==> src/rtl/stmon_pkg.sv <==
package stmon_pkg;

  // Conditions the datapath reports to the control each cycle
  typedef struct packed {
    logic runViol;    // current sense sample makes the run too long
    logic cleanDone;  // recovery count has reached its final value
    logic ampOutside; // current amplitude word lies outside the window
    logic badDone;    // out-of-window count has reached its final value
    logic lockHigh;   // synchronized lock level
    logic lockDone;   // lock qualification count has reached its final value
  } stmon_evt_t;

  // Counter strobes the control issues to the datapath
  typedef struct packed {
    logic cleanClr;
    logic cleanInc;
    logic badClr;
    logic badInc;
    logic lockClr;
    logic lockInc;
  } stmon_stb_t;

endpackage

==> src/rtl/stmon_datapath.sv <==
module stmon_datapath
  import stmon_pkg::*;
#(
  parameter int RUN_W       = 8,
  parameter int AMP_W       = 16,
  parameter int RECOVER_LEN = 1024,
  parameter int GLITCH_LEN  = 4,
  parameter int LOCK_LEN    = 256,
  parameter int SYNC_STAGES = 2
) (
  input  logic             clk,
  input  logic             rstN,
  input  logic             senseValid,
  input  logic             senseBit,
  input  logic [RUN_W-1:0] runLimit,
  input  logic [AMP_W-1:0] ampWord,
  input  logic [AMP_W-1:0] ampHigh,
  input  logic [AMP_W-1:0] ampLow,
  input  logic             lockRaw,
  input  stmon_stb_t       stb,
  output stmon_evt_t       evt
);

  localparam int RUNCNT_W = RUN_W + 1;
  localparam int CLEAN_W  = $clog2(RECOVER_LEN + 1);
  localparam int BAD_W    = $clog2(GLITCH_LEN + 1);
  localparam int LOCK_W   = $clog2(LOCK_LEN + 1);
  localparam logic [RUNCNT_W-1:0] RUN_MAX = '1;

  // ---------------- sense run-length tracking ----------------
  logic [RUNCNT_W-1:0] runLen;
  logic [RUNCNT_W-1:0] runNext;
  logic                prevBit;
  logic                havePrev;
  logic [CLEAN_W-1:0]  cleanCnt;

  always_comb begin
    if (havePrev && (senseBit == prevBit)) begin
      runNext = (runLen == RUN_MAX) ? runLen : runLen + RUNCNT_W'(1);
    end else begin
      runNext = RUNCNT_W'(1);
    end
  end

  always_ff @(posedge clk) begin
    if (!rstN) begin
      runLen   <= '0;
      prevBit  <= 1'b0;
      havePrev <= 1'b0;
    end else if (senseValid) begin
      runLen   <= runNext;
      prevBit  <= senseBit;
      havePrev <= 1'b1;
    end
  end

  always_ff @(posedge clk) begin
    if (!rstN || stb.cleanClr) begin
      cleanCnt <= '0;
    end else if (stb.cleanInc) begin
      cleanCnt <= cleanCnt + CLEAN_W'(1);
    end
  end

  // ---------------- amplitude window ----------------
  logic [BAD_W-1:0] badCnt;

  always_ff @(posedge clk) begin
    if (!rstN || stb.badClr) begin
      badCnt <= '0;
    end else if (stb.badInc) begin
      badCnt <= badCnt + BAD_W'(1);
    end
  end

  // ---------------- lock synchronizer and qualifier ----------------
  logic [SYNC_STAGES-1:0] syncReg;
  logic [LOCK_W-1:0]      lockCnt;

  generate
    if (SYNC_STAGES == 1) begin : g_sync1
      always_ff @(posedge clk) begin
        if (!rstN) syncReg <= '0;
        else       syncReg <= lockRaw;
      end
    end else begin : g_syncN
      always_ff @(posedge clk) begin
        if (!rstN) syncReg <= '0;
        else       syncReg <= {syncReg[SYNC_STAGES-2:0], lockRaw};
      end
    end
  endgenerate

  always_ff @(posedge clk) begin
    if (!rstN || stb.lockClr) begin
      lockCnt <= '0;
    end else if (stb.lockInc) begin
      lockCnt <= lockCnt + LOCK_W'(1);
    end
  end

  // ---------------- event reporting ----------------
  always_comb begin
    evt.runViol    = senseValid && (runNext > {1'b0, runLimit});
    evt.cleanDone  = (cleanCnt == CLEAN_W'(RECOVER_LEN - 1));
    evt.ampOutside = (ampWord > ampHigh) || (ampWord < ampLow);
    evt.badDone    = (badCnt == BAD_W'(GLITCH_LEN - 1));
    evt.lockHigh   = syncReg[SYNC_STAGES-1];
    evt.lockDone   = (lockCnt == LOCK_W'(LOCK_LEN - 1));
  end

endmodule

==> src/rtl/stmon_ctrl.sv <==
module stmon_ctrl
  import stmon_pkg::*;
(
  input  logic       clk,
  input  logic       rstN,
  input  logic       senseValid,
  input  logic       ampValid,
  input  logic       clearFail,
  input  stmon_evt_t evt,
  output stmon_stb_t stb,
  output logic       senseOk,
  output logic       driveOk,
  output logic       lockOk,
  output logic       failSticky
);

  logic senseNext;
  logic driveNext;
  logic lockNext;
  logic dropEvt;
  logic stickyNext;

  always_comb begin
    stb       = '0;
    senseNext = senseOk;
    driveNext = driveOk;
    lockNext  = lockOk;

    // sense loop: run violation resets recovery, full recovery sets flag
    if (senseValid) begin
      if (evt.runViol) begin
        stb.cleanClr = 1'b1;
        senseNext    = 1'b0;
      end else if (evt.cleanDone) begin
        senseNext = 1'b1;
      end else begin
        stb.cleanInc = 1'b1;
      end
    end

    // drive amplitude: glitch-filtered window check
    if (ampValid) begin
      if (evt.ampOutside) begin
        if (evt.badDone) driveNext = 1'b0;
        else             stb.badInc = 1'b1;
      end else begin
        stb.badClr = 1'b1;
        driveNext  = 1'b1;
      end
    end

    // lock: immediate drop, qualified rise
    if (!evt.lockHigh) begin
      stb.lockClr = 1'b1;
      lockNext    = 1'b0;
    end else if (evt.lockDone) begin
      lockNext = 1'b1;
    end else begin
      stb.lockInc = 1'b1;
    end

    dropEvt    = (senseOk && !senseNext) || (driveOk && !driveNext) || (lockOk && !lockNext);
    stickyNext = dropEvt || (failSticky && !clearFail);
  end

  always_ff @(posedge clk) begin
    if (!rstN) begin
      senseOk    <= 1'b0;
      driveOk    <= 1'b0;
      lockOk     <= 1'b0;
      failSticky <= 1'b0;
    end else begin
      senseOk    <= senseNext;
      driveOk    <= driveNext;
      lockOk     <= lockNext;
      failSticky <= stickyNext;
    end
  end

endmodule

==> src/rtl/selftest_monitor.sv <==
module selftest_monitor
  import stmon_pkg::*;
#(
  parameter int RUN_W       = 8,
  parameter int AMP_W       = 16,
  parameter int RECOVER_LEN = 1024,
  parameter int GLITCH_LEN  = 4,
  parameter int LOCK_LEN    = 256,
  parameter int SYNC_STAGES = 2
) (
  input  logic             clk,
  input  logic             rstN,
  input  logic             senseValid,
  input  logic             senseBit,
  input  logic [RUN_W-1:0] runLimit,
  input  logic             ampValid,
  input  logic [AMP_W-1:0] ampWord,
  input  logic [AMP_W-1:0] ampHigh,
  input  logic [AMP_W-1:0] ampLow,
  input  logic             lockRaw,
  input  logic             clearFail,
  output logic             senseOk,
  output logic             driveOk,
  output logic             lockOk,
  output logic             failNow,
  output logic             failSticky
);

  stmon_evt_t evt;
  stmon_stb_t stb;

  stmon_datapath #(
    .RUN_W(RUN_W), .AMP_W(AMP_W), .RECOVER_LEN(RECOVER_LEN),
    .GLITCH_LEN(GLITCH_LEN), .LOCK_LEN(LOCK_LEN), .SYNC_STAGES(SYNC_STAGES)
  ) u_dp (
    .clk(clk), .rstN(rstN), .senseValid(senseValid), .senseBit(senseBit),
    .runLimit(runLimit), .ampWord(ampWord), .ampHigh(ampHigh), .ampLow(ampLow),
    .lockRaw(lockRaw), .stb(stb), .evt(evt)
  );

  stmon_ctrl u_ctrl (
    .clk(clk), .rstN(rstN), .senseValid(senseValid), .ampValid(ampValid),
    .clearFail(clearFail), .evt(evt), .stb(stb), .senseOk(senseOk),
    .driveOk(driveOk), .lockOk(lockOk), .failSticky(failSticky)
  );

  assign failNow = !(senseOk && driveOk && lockOk);

endmodule

==> config.mk <==
export PLATFORM = sky130hd
export DESIGN_NAME = selftest_monitor
export DESIGN_NICKNAME = d
export VERILOG_FILES = /design/src/rtl/stmon_pkg.sv /design/src/rtl/stmon_datapath.sv /design/src/rtl/stmon_ctrl.sv /design/src/rtl/selftest_monitor.sv
export SDC_FILE = /design/constraint.sdc
export NUM_CORES = 1
export LEC_CHECK = 0
export ABC_AREA = 0
export BUFFER_PORTS_ARGS = -buffer_cell sky130_fd_sc_hd__buf_2
export CAP_MARGIN = 20
export CORE_MARGIN = 5
export CORE_UTILIZATION = 55
export CTS_CLUSTER_DIAMETER = 60
export DETAILED_ROUTE_END_ITERATION = 6
export PLACE_DENSITY = 0.8
export RECOVER_POWER = 25
export SYNTH_ARGS = -nofsm -noshare
export SYNTH_HDL_FRONTEND = slang
export SYNTH_SLANG_ARGS = --single-unit
==> constraint.sdc <==
create_clock -name clk -period 3.3 [get_ports clk]
set_input_delay 0.165 -clock clk [delete_from_list [all_inputs] [get_ports clk]]
set_output_delay 0.165 -clock clk [all_outputs]
set_load 0.005 [all_outputs]
==> metrics.csv <==
metric;value;unit
outcome;finished, final reports clean;
syn-num-nets;474;
drc;0;
initial_core_util;57.1;%
insertedDiodeCount;0;
seqPwrFrac;45.2;%
cp.depth;13;
grt_max_degree;21;
first_iter_violations;86;
finalMaxSlewViolations;0;
use_met1;21.8;%
dp_hpwl;5040;um
crit_family;compound AO/OA/AOI/OAI gates;
slowest_delay;0.42;ns
fillers;466;
globalRouteMet2Util;33.2;%
p_sw_share;25.6;%
synth_top_family_by_area;simple AND/OR/NAND/NOR gates;
synth.distinct_cells;45;
seq_area_frac_synth;27.3;%
start_kind;flop;
synthMuxAreaShare;1.71;%
drt_wl_total;6280;um
via_count;2689;
finalHoldViolCount;0;
nNetsFinal;542;
cts.sinks;40;
crit_type;reg -> reg;
finalSetupViolations;0;
cts_resized;0;
synth-compound-area-share;15.9;%
final_layout_size_suffix_gt1_share;17.9;%
cap_violations;0;
drtPass1Iterations;4;
final.min_clock_period;2.99;ns
cts_tree;yes;
synth_ff_type;dfxtp_1;
clk_pin_slew;0.08;ns
avgSynthCellArea;8.01;um2
timing.rr.end;u_ctrl.senseOk;
crit_path_max_fanout;10;
avgViaCountPerCell;5.32;
cts_buffer_depth;2;
globalRouteOverflowTotal;0;
synth_edf_count;0;
yosysMostFrequentCell;nor2_1;
relSlewSlack;69.3;%
clkPwrFrac;38.2;%
min_from;lockRaw;
path_buf_inv;1;
synth-simple-area-share;21.4;%
pwr-share-comb;16.6;%
cts-htree-levels;2;
synthTopCellsByArea;dfxtp_1, ha_1, nor2_1;
r2r_cells;13;
cp.arrival;3.23;ns
ant_nets;0;
fin_crit_sh;90.7;%
hold_class;in -> reg;
timing.fmax;334;MHz
area_growth_syn_to_layout;17.3;%
synth_warnings;0;
crit_slowest_cell;dfxtp_1;
synth_common_cells;nor2_1, ha_1, inv_1, dfxtp_1, a21oi_1;
antenna_found_initial;0;
synth_fa_ha_area_share;19.2;%
cp.required;3.54;ns
cts_buffers;5;
synthCells;366;
grt_usage;18.4;%
grt_pass1_wl;10900;um
whs_path_depth;2;
port_buffers;67;
clk_latency;0.30;ns
power;1110;uW
end_kind;flop;
routabilityCongestion;0.842;
clockRootBuffer;clkbuf_8;
timing.rr.start;u_dp.runLen[0];
ios;68;
p_int;827;uW
whs_endpoint;u_dp.syncReg[0];
synth_top_cell_by_area;dfxtp_1;
die_h;83.0;um
routedWlPerCell;12.4;um
core;5140;um2
synthArstFlopShare;0;%
rsz0062_at_grt;false;
p_leak;0.00164;uW
tns;0;ns
worst_path_most_repeated_cell;o211ai_1;
hold_buffers;0;
syn_area;2930;um2
reg2reg_slack;0.31;ns
p_per_area;323;nW/um2
irDropWorstVdd;0.000264;V
top_usage_layer;met2;
first_global_vias;2633;
path_cells;ha_1 -> nand2_1 -> a31oi_2 -> and4_1 -> xnor2_1 -> nor2_1 -> ha_1 -> a211oi_1 -> o211ai_1 -> o211ai_1 -> o211ai_1 -> buf_4 -> a21oi_1;
netlist.area_leader.share;27.3;%
use_met3;5.05;%
cts_setup_buffers;0;
worst_slew_pin_slew;0.460;ns
die_area;6890;um2
power.switching;285;uW
dieWidth;83.0;um
rows;26;
fin_skew;0.00650;ns
synth_seq_cells;40;
synth-xor-area-share;7.17;%
==> worst max path at each step <==
stage	to	from	slack [ns]
finish	u_ctrl.senseOk	u_dp.runLen[0]	0.31
global route	u_dp.cleanCnt[4]	u_dp.runLen[0]	0.13
CTS	u_dp.cleanCnt[1]	u_dp.runLen[0]	0.19
detailed placement	u_dp.cleanCnt[1]	u_dp.runLen[0]	0.20
global placement	u_ctrl.senseOk	u_dp.runLen[0]	0.35
floorplan	u_dp.cleanCnt[0]	u_dp.runLen[3]	0.58
==> cell usage in the layout (no fill, tap or decap), types with 2 or more instances in the layout <==
cell | synthesis | final
buf_2 | 1 | 63
xor2_1 | 15 | 15
o211ai_1 | 5 | 5
nor3_1 | 4 | 4
ha_1 | 45 | 45
nand4_1 | 11 | 11
nand3_1 | 16 | 16
o21ai_0 | 10 | 10
dfxtp_1 | 40 | 40
mux2i_1 | 5 | 5
o21ai_1 | 2 | 2
xnor2_1 | 9 | 9
or3_1 | 3 | 3
nor2_1 | 46 | 46
and3_1 | 4 | 4
a32o_1 | 2 | 2
and2_1 | 4 | 4
nand2_1 | 24 | 24
nand2b_1 | 5 | 5
inv_1 | 44 | 44
a21oi_1 | 25 | 25
clkbuf_1 | 6 | 5
and4_1 | 4 | 4
clkbuf_8 | 0 | 6
a211oi_1 | 6 | 6
a31oi_1 | 3 | 3
nor2b_1 | 6 | 6
buf_4 | 0 | 2
a22oi_1 | 2 | 2
==> registers in the layout (all words and copies together), names as in the netlist <==
signal,flops
u_ctrl.lockOk,1
u_dp.prevBit,1
u_dp.runLen,9
u_dp.havePrev,1
u_dp.cleanCnt,11
u_dp.syncReg,2
u_ctrl.driveOk,1
u_ctrl.senseOk,1
u_dp.badCnt,3
u_dp.lockCnt,9
u_ctrl.failSticky,1
==> layout make-up <==
| cell class | instances | area [um2] | share of cell area (%) |
|---|---|---|---|
| Multi-Input combinational cell | 273 | 1920 | 55.7 |
| Sequential cell | 40 | 801 | 23.3 |
| Tap cell | 70 | 87.6 | 2.55 |
| Clock buffer | 6 | 82.6 | 2.40 |
| Inverter | 44 | 165 | 4.80 |
| Timing Repair Buffer | 70 | 349 | 10.1 |
| Clock inverter | 2 | 38.8 | 1.13 |
==> power by group through the flow <==
stage / sequential, uW / clock [uW] / combinational (uW)
3_3_place_gp: 513 / 0 / 177
2_1_floorplan: 512 / 0 / 114
4_1_cts: 502 / 434 / 185
6_report: 503 / 424 / 185
5_1_grt: 504 / 454 / 215
3_5_place_dp: 514 / 0 / 183
==> metal layers <==
| layer | part of all wire, % | vias up | wire length [um] |
|---|---|---|---|
| li1 | - | 1410 | - |
| met1 | 45 | 1216 | 2810 |
| met2 | 49 | 54 | 3100 |
| met3 | 4.7 | 9 | 298 |
| met4 | 1.2 | 0 | 77 |
| met5 | 0 | - | 0 |
==> through the flow <==
stage / hold WS [ns] / cells / setup slack (ns) / area [um2] / utilization [%]
global route: 0.0694 / 505 / 0.127 / 3440 / 66.9
floorplan: 0.292 / 366 / 0.577 / 2930 / -
CTS: 0.0579 / 504 / 0.185 / 3440 / 67.0
global placement: 0.377 / 496 / 0.353 / 3320 / 64.6
finish: 0.0702 / 505 / 0.306 / 3440 / 66.9
detailed placement: 0.378 / 496 / 0.203 / 3320 / 64.6
==> logic make-up (layout without fill, tap and decap cells) <==
kind of cell,count (synthesis),after routing
buffers and inverters,53,122
adder cells (fa/ha/maj),45,45
AO/OA/AOI/OAI,69,69
XOR/XNOR,24,24
flip-flops,40,40
AND/OR/NAND/NOR,130,130
multiplexers,5,5
No activity file was read; power rests on OpenSTA's default activity.
